--- config.mk ---
export PLATFORM = sky130hd
export DESIGN_NAME = gpio_port_ctrl
export DESIGN_NICKNAME = d
export VERILOG_FILES = /design/src/rtl/gpio_port_pkg.sv /design/src/rtl/gpio_sync.sv /design/src/rtl/gpio_port_regs.sv /design/src/rtl/gpio_port_rdmux.sv /design/src/rtl/gpio_port_ctrl.sv
export SDC_FILE = /design/constraint.sdc
export NUM_CORES = 1
export LEC_CHECK = 0
export ABC_AREA = 1
export BUFFER_PORTS_ARGS = -buffer_cell sky130_fd_sc_hd__buf_2
export CORE_MARGIN = 1.5
export CORE_UTILIZATION = 45
export DETAILED_ROUTE_END_ITERATION = 8
export GPL_TIMING_DRIVEN = 0
export PLACE_DENSITY = 0.8
export SYNTH_ARGS = -nofsm -noshare
export SYNTH_HDL_FRONTEND = slang
export SYNTH_SLANG_ARGS = --single-unit
--- constraint.sdc ---
create_clock -name clk -period 3.2 [get_ports clk]
set_input_delay 0.64 -clock clk [delete_from_list [all_inputs] [get_ports clk]]
set_output_delay 0.64 -clock clk [all_outputs]
set_load 0.02 [all_outputs]
--- src/rtl/gpio_port_pkg.sv ---
`timescale 1ns/1ps
package gpio_port_pkg;

   // decoded register target of a bus cycle
   typedef enum logic [1:0] {
      ACC_NONE = 2'd0,
      ACC_DATA = 2'd1,
      ACC_DIR  = 2'd2
   } gpio_acc_e;

endpackage

--- src/rtl/gpio_sync.sv ---
`timescale 1ns/1ps
module gpio_sync #(
   parameter int unsigned WIDTH  = 8,
   parameter int unsigned STAGES = 2
) (
   input  logic             clk,
   input  logic [WIDTH-1:0] d,
   output logic [WIDTH-1:0] q
);

   if (STAGES < 2) begin : g_bad_stages
      $error("gpio_sync: STAGES must be at least 2");
   end

   // shift chain, no reset so that pin levels flow through during reset
   logic [STAGES-1:0][WIDTH-1:0] stg;

   always_ff @(posedge clk) begin
      stg <= {stg[STAGES-2:0], d};
   end

   assign q = stg[STAGES-1];

endmodule

--- src/rtl/gpio_port_regs.sv ---
`timescale 1ns/1ps
module gpio_port_regs #(
   parameter int unsigned WIDTH       = 8,
   parameter int unsigned IN_ONLY     = 2,
   parameter int unsigned CAPTURE_DLY = 2
) (
   input  logic             clk,
   input  logic             rst_n,
   input  logic             wr_data,
   input  logic             wr_dir,
   input  logic [WIDTH-1:0] wdata,
   input  logic [WIDTH-1:0] pins_sync,
   output logic [WIDTH-1:0] data_q,
   output logic [WIDTH-1:0] dir_q
);

   localparam int unsigned CW = $clog2(CAPTURE_DLY + 1);

   if (CAPTURE_DLY < 1) begin : g_bad_dly
      $error("gpio_port_regs: CAPTURE_DLY must be at least 1");
   end

   logic [CW-1:0] cap_cnt;
   logic          cap_now;

   assign cap_now = (cap_cnt == CW'(CAPTURE_DLY - 1));

   // counts edges since reset release, saturates after the snapshot
   always_ff @(posedge clk or negedge rst_n) begin
      if (!rst_n) begin
         cap_cnt <= '0;
      end else if (cap_cnt != CW'(CAPTURE_DLY)) begin
         cap_cnt <= cap_cnt + 1'b1;
      end
   end

   // bus write has priority over the snapshot on the same edge
   always_ff @(posedge clk or negedge rst_n) begin
      if (!rst_n) begin
         data_q <= '0;
      end else if (wr_data) begin
         data_q <= wdata;
      end else if (cap_now) begin
         data_q <= pins_sync;
      end
   end

   for (genvar b = 0; b < WIDTH; b++) begin : g_dir
      if (b < IN_ONLY) begin : g_fixed
         assign dir_q[b] = 1'b0;
      end else begin : g_flop
         always_ff @(posedge clk or negedge rst_n) begin
            if (!rst_n) begin
               dir_q[b] <= 1'b0;
            end else if (wr_dir) begin
               dir_q[b] <= wdata[b];
            end
         end
      end
   end

endmodule

--- src/rtl/gpio_port_rdmux.sv ---
`timescale 1ns/1ps
module gpio_port_rdmux
   import gpio_port_pkg::*;
#(
   parameter int unsigned WIDTH = 8
) (
   input  logic             rd_en,
   input  gpio_acc_e        acc,
   input  logic             emu_mode,
   input  logic [WIDTH-1:0] data_q,
   input  logic [WIDTH-1:0] dir_q,
   input  logic [WIDTH-1:0] pins_sync,
   input  logic [WIDTH-1:0] ext_rdata,
   output logic [WIDTH-1:0] rdata
);

   logic [WIDTH-1:0] port_view;

   // per-bit choice: stored value for outputs, pin level for inputs
   assign port_view = (dir_q & data_q) | (~dir_q & pins_sync);

   always_comb begin
      rdata = '0;
      if (rd_en) begin
         case (acc)
            ACC_DATA: rdata = emu_mode ? ext_rdata : port_view;
            ACC_DIR:  rdata = dir_q;
            default:  rdata = '0;
         endcase
      end
   end

endmodule

--- src/rtl/gpio_port_ctrl.sv ---
`timescale 1ns/1ps
module gpio_port_ctrl
   import gpio_port_pkg::*;
#(
   parameter int unsigned       WIDTH       = 8,
   parameter int unsigned       IN_ONLY     = 2,
   parameter int unsigned       ADDR_W      = 8,
   parameter logic [ADDR_W-1:0] DATA_OFS    = 8'h08,
   parameter logic [ADDR_W-1:0] DIR_OFS     = 8'h09,
   parameter int unsigned       SYNC_STAGES = 2,
   parameter int unsigned       CAPTURE_DLY = 2,
   parameter logic [WIDTH-1:0]  PULLUP_MSK  = 8'h88,
   parameter logic [WIDTH-1:0]  PULLDN_MSK  = 8'h60
) (
   input  logic              clk,
   input  logic              rst_n,
   input  logic              emu_mode,
   input  logic              bus_sel,
   input  logic              bus_wr,
   input  logic [ADDR_W-1:0] bus_addr,
   input  logic [WIDTH-1:0]  bus_wdata,
   output logic [WIDTH-1:0]  bus_rdata,
   input  logic [WIDTH-1:0]  ext_rdata,
   output logic              ext_wr,
   output logic [WIDTH-1:0]  ext_wdata,
   input  logic [WIDTH-1:0]  pin_in,
   output logic [WIDTH-1:0]  pin_out,
   output logic [WIDTH-1:0]  pin_oe,
   output logic [WIDTH-1:0]  pull_up_en,
   output logic [WIDTH-1:0]  pull_dn_en
);

   if (IN_ONLY >= WIDTH) begin : g_bad_inonly
      $error("gpio_port_ctrl: IN_ONLY must be below WIDTH");
   end
   if (DATA_OFS == DIR_OFS) begin : g_bad_ofs
      $error("gpio_port_ctrl: register offsets must differ");
   end

   gpio_acc_e        acc;
   logic [WIDTH-1:0] pins_sync;
   logic [WIDTH-1:0] data_q;
   logic [WIDTH-1:0] dir_q;
   logic             rd_en;
   logic             wr_data;
   logic             wr_dir;

   always_comb begin
      acc = ACC_NONE;
      if (bus_sel) begin
         if (bus_addr == DATA_OFS) begin
            acc = ACC_DATA;
         end else if (bus_addr == DIR_OFS) begin
            acc = ACC_DIR;
         end
      end
   end

   assign rd_en   = bus_sel & ~bus_wr;
   assign wr_data = bus_wr & (acc == ACC_DATA);
   assign wr_dir  = bus_wr & (acc == ACC_DIR);

   gpio_sync #(
      .WIDTH  (WIDTH),
      .STAGES (SYNC_STAGES)
   ) i_sync (
      .clk (clk),
      .d   (pin_in),
      .q   (pins_sync)
   );

   gpio_port_regs #(
      .WIDTH       (WIDTH),
      .IN_ONLY     (IN_ONLY),
      .CAPTURE_DLY (CAPTURE_DLY)
   ) i_regs (
      .clk       (clk),
      .rst_n     (rst_n),
      .wr_data   (wr_data),
      .wr_dir    (wr_dir),
      .wdata     (bus_wdata),
      .pins_sync (pins_sync),
      .data_q    (data_q),
      .dir_q     (dir_q)
   );

   gpio_port_rdmux #(
      .WIDTH (WIDTH)
   ) i_rdmux (
      .rd_en     (rd_en),
      .acc       (acc),
      .emu_mode  (emu_mode),
      .data_q    (data_q),
      .dir_q     (dir_q),
      .pins_sync (pins_sync),
      .ext_rdata (ext_rdata),
      .rdata     (bus_rdata)
   );

   assign pin_oe    = dir_q;
   assign pin_out   = data_q & dir_q;
   assign ext_wr    = emu_mode & wr_data;
   assign ext_wdata = bus_wdata;

   // pull enables follow the reset pin directly
   for (genvar b = 0; b < WIDTH; b++) begin : g_pull
      if (PULLUP_MSK[b]) begin : g_up
         assign pull_up_en[b] = ~rst_n;
      end else begin : g_no_up
         assign pull_up_en[b] = 1'b0;
      end
      if (PULLDN_MSK[b]) begin : g_dn
         assign pull_dn_en[b] = ~rst_n;
      end else begin : g_no_dn
         assign pull_dn_en[b] = 1'b0;
      end
   end

endmodule

# ---- Word-level counts from Yosys, hierarchy flattened
# Index checks and enable logic that the tools add are counted.
dict set report totals {
  out_inout_bits 49
  in_bits 37
  word_cells 36
  regBits 32
}
dict set report op_classes {
  reduce_logical 1
  bitwise_logic 10
  n_addsub 1
  eq_ne 6
  muxes 8
}
# operator n
set ops {}
lappend ops {{8-bit two-way mux} 4}
lappend ops {{8-bit AND} 2}
lappend ops {{8-bit by 4-bit equality test with 1-bit output, second input constant} 2}
lappend ops {{8-bit case mux with 2 select lines} 1}
lappend ops {{8-bit inverter} 1}
lappend ops {{8-bit bitwise OR} 1}
lappend ops {{2-bit two-way mux} 3}
lappend ops {{1-bit AND} 4}
lappend ops {{2-bit by 1-bit equality test with 1-bit output, second input constant} 2}
lappend ops {{2-bit by 1-bit adder with 2-bit output, second input constant} 1}
lappend ops {{2-bit equality test, second input constant} 1}
lappend ops {{2-bit != test, second input constant} 1}
lappend ops {{1-bit inverter} 2}
lappend ops {{2-bit nonzero test} 1}

# ---- Logic depth before layout (Yosys ltp)
# Gate-level depths: netlist of the first run.
dict set report depth {
  depth_word 7
  ltp_mapped 8
  ltp_nobuf 7
}

# ---- Hierarchy
# A second synthesis of the first run with hierarchy kept.
dict set report unflattened {
  hier_cells 254
  area_unflattened_um2 1828.0
}
# module cells_per_inst seq_area_each_um2 area_per_inst_um2 instances
set by_module_without_submodules {}
lappend by_module_without_submodules {gpio_port_regs 87 400.4 755.7 1}
lappend by_module_without_submodules {gpio_sync 24 320.3 380.4 1}
lappend by_module_without_submodules {gpio_port_rdmux 82 0.0 362.8 1}
lappend by_module_without_submodules {gpio_port_ctrl 61 0.0 329.1 1}

# ---- Worst setup path after synthesis of the first run
# Ideal clock, no wire load.
dict set report synth_timing {
  path_type {input -> output}
  startpoint {input bus_addr[1]}
  endpoint {output bus_rdata[2]}
  path_buffers 0
  setup_slack_ps 884
  arrival_ps 1676
  required_time_ps 2560
  path_stages 5
  path_cell_list {nor2_1 -> nand2_1 -> nor2_4 -> nand3b_2 -> o21ai_0}
}
dict set report synth_between {
  elab_chain_cells 7
  word_cells_on_any_way 9
  classes_between {4 x eq/ne; 5 x mux}
}
# element line_no
set synth_rtl {}
lappend synth_rtl {{start, declared} gpio_port_ctrl.sv:20} ;# input logic [ADDR_W-1:0] bus_addr,
lappend synth_rtl {{8-bit by 4-bit equality test with 1-bit output} gpio_port_ctrl.sv:53} ;# end else if (bus_addr == DIR_OFS) begin
lappend synth_rtl {{2-bit two-way mux} gpio_port_ctrl.sv:53}
lappend synth_rtl {{2-bit two-way mux *} gpio_port_ctrl.sv:51} ;# if (bus_addr == DATA_OFS) begin
lappend synth_rtl {{2-bit two-way mux *} gpio_port_ctrl.sv:50} ;# if (bus_sel) begin
lappend synth_rtl {{2-bit equality test / 2-bit by 1-bit equality test with 1-bit output (equally long branches)} gpio_port_rdmux.sv:25} ;# case (acc)
lappend synth_rtl {{8-bit case mux with 2 select lines *} gpio_port_rdmux.sv:25}
lappend synth_rtl {{8-bit two-way mux *} gpio_port_rdmux.sv:24} ;# if (rd_en) begin
lappend synth_rtl {{end, declared} gpio_port_ctrl.sv:22} ;# output logic [WIDTH-1:0] bus_rdata,
# Every way passes the cells marked *; elsewhere a longest branch is shown, timed or not.

# ---- Final worst setup path of the first run
dict set report layout_timing {
  startpoint {input bus_sel}
  endpoint {output bus_rdata[4]}
}
dict set report layout_between {
  elab_chain_cells 4
  word_cells_on_any_way 6
  classes_between {2 x eq/ne; 3 x mux; 1 x bitwise}
}
# element line_no
set layout_rtl {}
lappend layout_rtl {{start, declared} gpio_port_ctrl.sv:18} ;# input logic bus_sel,
lappend layout_rtl {{2-bit two-way mux} gpio_port_ctrl.sv:50}
lappend layout_rtl {{2-bit equality test / 2-bit by 1-bit equality test with 1-bit output (equally long branches)} gpio_port_rdmux.sv:25}
lappend layout_rtl {{8-bit case mux with 2 select lines} gpio_port_rdmux.sv:25}
lappend layout_rtl {{8-bit two-way mux *} gpio_port_rdmux.sv:24}
# Marked as above.

==> results of run 1 <==
## path summary, 6_finish.rpt
kind | start | endpoint | slack, ns
max in group asynchronous | rst_n | i_regs.data_q[6] | 2.73
setup / recovery | bus_sel | bus_rdata[4] | 0.64
min in group clk | i_sync.stg[6] | i_sync.q[6] | 0.33
setup reg to reg | i_regs.cap_cnt[1] | i_regs.data_q[6] | 1.96
hold / removal | rst_n | i_regs.data_q[3] | 0.20
hold reg to reg | i_sync.stg[6] | i_sync.q[6] | 0.33
## routing by layer
| layer | global-route usage, % | routed length, um | vias to the layer above |
|---|---|---|---|
| met1 | 22.3 | 1460 | 652 |
| met4 | 6.67 | 54 | 0 |
| li1 | - | - | 753 |
| met2 | 31.7 | 1690 | 69 |
| met3 | 7.75 | 330 | 6 |
| met5 | 0 | 0 | - |
## stage by stage
stage / hold slack (ns) / utilization [%] / area [um^2] / power (uW) / cells
after floorplan: 0.310 / - / 1650 / 500 / 210
after global placement: 0.310 / 60.4 / 2030 / 541 / 321
after detailed placement: 0.314 / 60.4 / 2030 / 544 / 321
after CTS: 0.201 / 62.2 / 2090 / 778 / 329
after global routing: 0.201 / 62.2 / 2090 / 815 / 329
final: 0.200 / 62.2 / 2090 / 768 / 329
## worst register-to-register path: cells and delay by family, from the launching register on
family,cells,cell delay (ns)
DFF,1,0.40
buffers and inverters,2,0.26
and+or+nand+nor,2,0.17
adders and majority gates,1,0.31
## layout by cell type, fill, tap and decap left out, types with 2 or more instances in the layout
| cell | instances |
|---|---|
| o21ai_0 | 10 |
| ha_1 | 2 |
| nor2_1 | 5 |
| o21ai_2 | 6 |
| dfxtp_1 | 16 |
| conb_1 | 16 |
| nand4_1 | 11 |
| nand3_1 | 8 |
| dfrtp_1 | 14 |
| clkbuf_4 | 5 |
| inv_1 | 26 |
| a21oi_1 | 3 |
| mux2i_1 | 5 |
| nand2_1 | 49 |
| buf_2 | 67 |
| buf_6 | 3 |
| buf_4 | 27 |
## area by class of cell
cell class / instances / area, um^2
Clock buffer: 7 / 55.1
Inverter: 26 / 97.6
Buffer: 32 / 246
Multi-Input combinational cell: 122 / 634
Fill cell: 334 / 1270
Tap cell: 46 / 57.6
Timing Repair Buffer: 65 / 325
Sequential cell: 30 / 671
Clock inverter: 1 / 5.00
## cells by family (layout without fill, tap and decap cells)
group                    after synthesis  after routing  share of synthesized area, %
buffers and inverters                 58            131                          21.6
multiplexers                           5              5                          3.14
XOR/XNOR                               1              1                         0.550
adder cells (fa/ha/maj)                2              2                          1.57
AO/OA/AOI/OAI                         20             20                          7.70
AND/OR/NAND/NOR                       78             78                          23.1
flip-flops                            30             30                          42.1
other                                  1             16                         0.235
## registers in the layout (all words and copies together), names as in the netlist
name / cells
i_sync.stg: 8
i_regs.cap_cnt: 2
i_sync.q: 8
i_regs.data_q: 6
i_regs.dir_q: 6
## power by group through the flow
stage | Combinational, uW | Clock (uW) | Sequential [uW]
after floorplan | 87.6 | 0 | 413
after global placement | 129 | 0 | 412
after detailed placement | 131 | 0 | 413
after CTS | 131 | 241 | 405
after global routing | 144 | 264 | 407
final | 131 | 232 | 405
==> key figures, run 1 <==
Worst setup path
  • CP max-delay cell: nor2_2
  • Max incr delay on CP: 0.38 ns
  • Max FO, Critical Path: 9
  • CP required: 2.56 ns
  • Worst Reg2Reg Path Length in Cells: 5
  • Top delay family on crit path: simple AND/OR/NAND/NOR gates
  • Critical path type: in -> out
  • CP startpoint kind: primary input
  • Worst path arrival time: 1.92 ns
  • Critical path, cell by cell: buf_2 > inv_1 > nor2_2 > nand3b_2 > o21ai_0 > buf_2
  • Critical path buffers and inverters: 3
  • Levels on crit path: 6
  • CP Capture Type: output port
  • Most used cell, CP: buf_2

Synth
  • Top post-synthesis cells by area: dfrtp_1, dfxtp_1, buf_4
  • Top-area cell type share of the netlist area: 22.0%
  • Mapped Area: 1590 um^2
  • Post-synthesis sequential area ratio: 42.1%
  • Number of synthesis warnings: 0
  • Most frequent cell after synthesis: nand2_1
  • Cell variety after synth: 23
  • Top FF cell, synth: dfxtp_1
  • Synthesized area per cell: 8.17 um^2
  • Async SR Flop Fraction: 46.7%
  • Area leader, netlist: dfrtp_1
  • FF+latch count, synth: 30
  • Number of flops mapped to enable cells by yosys: 0
  • Gate Count Post-Synth: 195
  • Post-synth top cells: nand2_1, buf_4, inv_1

Floorplan
  • Io pins: 86
  • Starting Density: 47.4%
  • Die area: 3910 um^2
  • Die width: 62.5 um
  • Core box area: 3360 um^2
  • Vert. Die Dim: 62.5 um
  • Site Rows: 21

Timing
  • Worst relative slew slack: 66.6%
  • Pins Over Slew Limit: 0
  • Final setup fails: 0
  • FMAX: 390 MHz
  • Crit share post-route: 80.1%
  • Min Tclk post-route: 2.56 ns
  • Worst slew pin tran: 0.499 ns
  • RSZ-0062 raised after global routing: false
  • Clock Skews: 0.0100 ns
  • Final Hold Violating Endpoints: 0
  • Setup ws final: 0.636 ns
  • Setup TNS: 0 ns

Power and ir drop
  • Leakage: 0.00127 uW
  • Seq pwr share: 52.7%
  • Power Density: 367 nW/um^2
  • Comb pwr share: 17.0%
  • Clock power frac: 30.2%
  • Internal: 558 uW
  • VDD IR-drop max: 0.000272 V
  • Psw: 210 uW
  • Switch share: 27.4%

Global routing
  • First-pass GRT wire length: 5800 um
  • Global Route Usage Sum: 19.1%
  • Vias in the first global route: 1309
  • Gr ovfl total: 0
  • Initial antenna violation count: 0
  • Largest net degree at the start of global routing: 16

Clocking
  • Setup bufs post-CTS: 0
  • Total CTS buffers: 5
  • Reg clk slew, reported paths: 0.09 ns
  • Root Driver: clkbuf_4
  • TritonCTS clock tree: done
  • Cts repair resizes: 0
  • Max H-tree Level: 2
  • Clock sink count: 30
  • Hold buffer count at CTS: 0
  • Clk_lat worst skew: 0.33 ns
  • Max Root-Sink Buffers: 2

Placed design
  • IO Port Bufs: 65
  • Place WS: 0.698 ns
  • RD Place Congestion: 0.847
  • HPWL Detailed: 2690 um

Cells and area
  • Area growth syn-to-layout: 31.3%
  • Nets: 321
  • Ant diodes: 0
  • Share of post-route cells with drive strength above 1: 40.6%

Detailed routing
  • DR vias: 1480
  • Routed len/inst: 10.7 um
  • Post-DR vias/cell: 4.50
  • DR iter-0 viols: 54
  • Final WL: 3530 um
  • Post-DRT Antenna Nets: 0
  • DR DRC count: 0
  • First-pass iteration count of the detailed router: 4

Outcome
  • Outcome: finished clean

Run
  • Max cap viols: 0

Hold path
  • Hold WC Path Type: in -> async
Note: power is estimated with default switching activity, not from simulation.
==> run 2, diff against run 1 <==
--- a/config.mk
+++ b/config.mk
@@ -8,10 +8,10 @@
 export ABC_AREA = 1
 export BUFFER_PORTS_ARGS = -buffer_cell sky130_fd_sc_hd__buf_2
 export CORE_MARGIN = 1.5
-export CORE_UTILIZATION = 45
+export CORE_UTILIZATION = 40
 export DETAILED_ROUTE_END_ITERATION = 8
 export GPL_TIMING_DRIVEN = 0
-export PLACE_DENSITY = 0.8
+export PLACE_DENSITY = 0.76
 export SYNTH_ARGS = -nofsm -noshare
 export SYNTH_HDL_FRONTEND = slang
 export SYNTH_SLANG_ARGS = --single-unit
==> constraint.sdc (replaced) <==
create_clock -name clk -period 2.1 [get_ports clk]
set_input_delay 0.42 -clock clk [delete_from_list [all_inputs] [get_ports clk]]
set_output_delay 0.42 -clock clk [all_outputs]
set_load 0.02 [all_outputs]
==> key figures, run 2 (synthesis results as in run 1) <==
Global routing
  • Met2 usage in global routing: 29.0% (-2.7 points)
  • Global Route met3 Usage: 4.60% (-3.1 points)
  • First-pass GRT wire length: 5630 um (-3.0%)
  • Vias in the first global route: 1320 (+0.84%)
  • Most used routing layer: met2
  • Global Route Usage Sum: 17.4% (-1.7 points)
  • Met1 global-route usage: 19.9% (-2.5 points)
  • Largest net degree at the start of global routing: 16 (unchanged)
  • Initial antenna violation count: 0 (unchanged)
  • Gr ovfl total: 0 (unchanged)

Placed design
  • HPWL Detailed: 2720 um (+1.2%)
  • IO Port Bufs: 65 (unchanged)
  • Placed Instance Area: 2030 um^2 (+0.12%)
  • RD Place Congestion: 0.888 (+4.8%)

Floorplan
  • Site Rows: 22 (+4.8%)
  • Io pins: 86 (unchanged)
  • Core box area: 3740 um^2 (+11%)
  • Die width: 66.1 um (+5.8%)
  • Vert. Die Dim: 66.1 um (+5.8%)
  • Die area: 4370 um^2 (+12%)
  • Starting Density: 42.5% (-4.8 points)

Timing
  • Final Hold Violating Endpoints: 0 (unchanged)
  • RSZ-0062 raised after global routing: true
  • FMAX: 498 MHz
  • Clock Skews: 0.00993 ns (-0.000113 ns)
  • Worst relative slew slack: 64.1% (-2.6 points)
  • Pins Over Slew Limit: 0 (unchanged)
  • Setup TNS: 0 ns (unchanged)
  • Final setup fails: 0 (unchanged)
  • Hold WS: 0.0393 ns (-0.161 ns)
  • Crit share post-route: 95.6%
  • Min Tclk post-route: 2.01 ns
  • Worst slew pin tran: 0.539 ns (+0.0400 ns)

Cells and area
  • Commonest non-fill, non-tap cell in the layout: buf_2
  • Layout fillers: 356 (+6.6%)
  • Nets: 321 (unchanged)
  • Most frequent cells in the layout: buf_2, nand2_1, buf_4
  • Post-layout util: 57.0% (-5.2 points)
  • Area growth syn-to-layout: 34.0%
  • Share of post-route cells with drive strength above 1: 40.6% (unchanged)
  • Fin area: 2130 um^2 (+2.0%)
  • Ant diodes: 0 (unchanged)

Detailed routing
  • Post-DRT Antenna Nets: 0 (unchanged)
  • Final WL: 3620 um (+2.5%)
  • Post-DR vias/cell: 4.40 (-2.1%)
  • DR DRC count: 0 (unchanged)
  • DR vias: 1457 (-1.6%)
  • DR iter-0 viols: 37 (-31%)
  • First-pass iteration count of the detailed router: 5 (+1)
  • Routed len/inst: 10.9 um (+1.9%)

Power and ir drop
  • Internal: 953 uW (+71%)
  • Switch share: 26.5% (-0.89 points)
  • Comb pwr share: 15.5% (-1.5 points)
  • Seq pwr share: 47.6% (-5.1 points)
  • Power Total: 1300 uW (+69%)
  • Power Density: 607 nW/um^2 (+65%)
  • Psw: 343 uW (+63%)
  • Clock power frac: 36.9% (+6.7 points)
  • VDD IR-drop max: 0.000429 V (+58%)
  • Leakage: 0.00130 uW (+2.6%)

Worst setup path
  • Worst Reg2Reg Path Length in Cells: 5 (unchanged)
  • Critical path type: in -> out
  • Max FO, Critical Path: 10 (+1)
  • CP Capture Type: output port
  • Reg-to-reg endpoint: i_regs.data_q[5]
  • Worst path arrival time: 1.59 ns (-0.33 ns)
  • CP required: 1.68 ns (-0.88 ns)
  • R2R setup slack: 0.82 ns (-1.14 ns)
  • CP startpoint kind: primary input
  • Reg2Reg Launch Point: i_regs.cap_cnt[1]

Hold path
  • Hold WC Path Type: in -> async

Clocking
  • Reg clk slew, reported paths: 0.07 ns (-0.02 ns)
  • Max H-tree Level: 2 (unchanged)
  • Clock sink count: 30 (unchanged)
  • Cts repair resizes: 0 (unchanged)
  • Root Driver: clkbuf_8
  • Clk_lat worst skew: 0.28 ns (-0.05 ns)
  • TritonCTS clock tree: done
  • Max Root-Sink Buffers: 2 (unchanged)
  • Hold buffer count at CTS: 0 (unchanged)
  • Total CTS buffers: 5 (unchanged)
  • Setup bufs post-CTS: 0 (unchanged)

Outcome
  • Outcome: finished clean

Run
  • Max cap viols: 0 (unchanged)
==> run 2: layout make-up <==
type                            instances  area (um^2)  share of cell area (%)
Buffer                                 32          246                    11.5
Inverter                               26         97.6                    4.57
Multi-Input combinational cell        122          643                    30.1
Timing Repair Buffer                   65          325                    15.2
Clock inverter                          1         5.00                   0.234
Clock buffer                            7         86.3                    4.04
Sequential cell                        30          671                    31.4
Tap cell                               48         60.1                    2.81
==> run 2: worst max path at each step <==
stage                startpoint      endpoint  slack, ns  cells after the start
global placement        bus_sel  bus_rdata[4]       0.05                      6
detailed placement      bus_sel  bus_rdata[4]       0.03                      6
CTS                     bus_sel  bus_rdata[4]       0.03                      6
floorplan           bus_addr[1]  bus_rdata[2]       0.22                      5
finish              bus_addr[1]  bus_rdata[7]       0.09                      8
global route        bus_addr[1]  bus_rdata[7]      -0.02                      8
==> run 2: power groups by stage <==
stage / registers, uW / logic [uW] / clock network [uW]
detailed placement: 629 / 199 / 0
floorplan: 629 / 133 / 0
CTS: 617 / 200 / 480
global placement: 627 / 197 / 0
finish: 617 / 201 / 478
global route: 620 / 220 / 505
==> run 2: layer usage <==
metal,vias up,routed length (um)
met4,0,95
met2,70,1680
met3,9,310
li1,746,-
met1,632,1540
met5,-,0
==> run 2: worst max-delay path: stages <==
cell and delay (ns):
buf_2 0.10, nor2_1 0.09, nand2_1 0.09, nor2_4 0.26, buf_6 0.19, nand3_1 0.08
a21oi_1 0.18, buf_2 0.19
==> run 2: per-stage QoR <==
stage	std cells	worst slack (ns)
floorplan	210	0.224
global placement	323	0.0489
detailed placement	323	0.0314
CTS	331	0.0314
global route	331	-0.0241
finish	331	0.0914
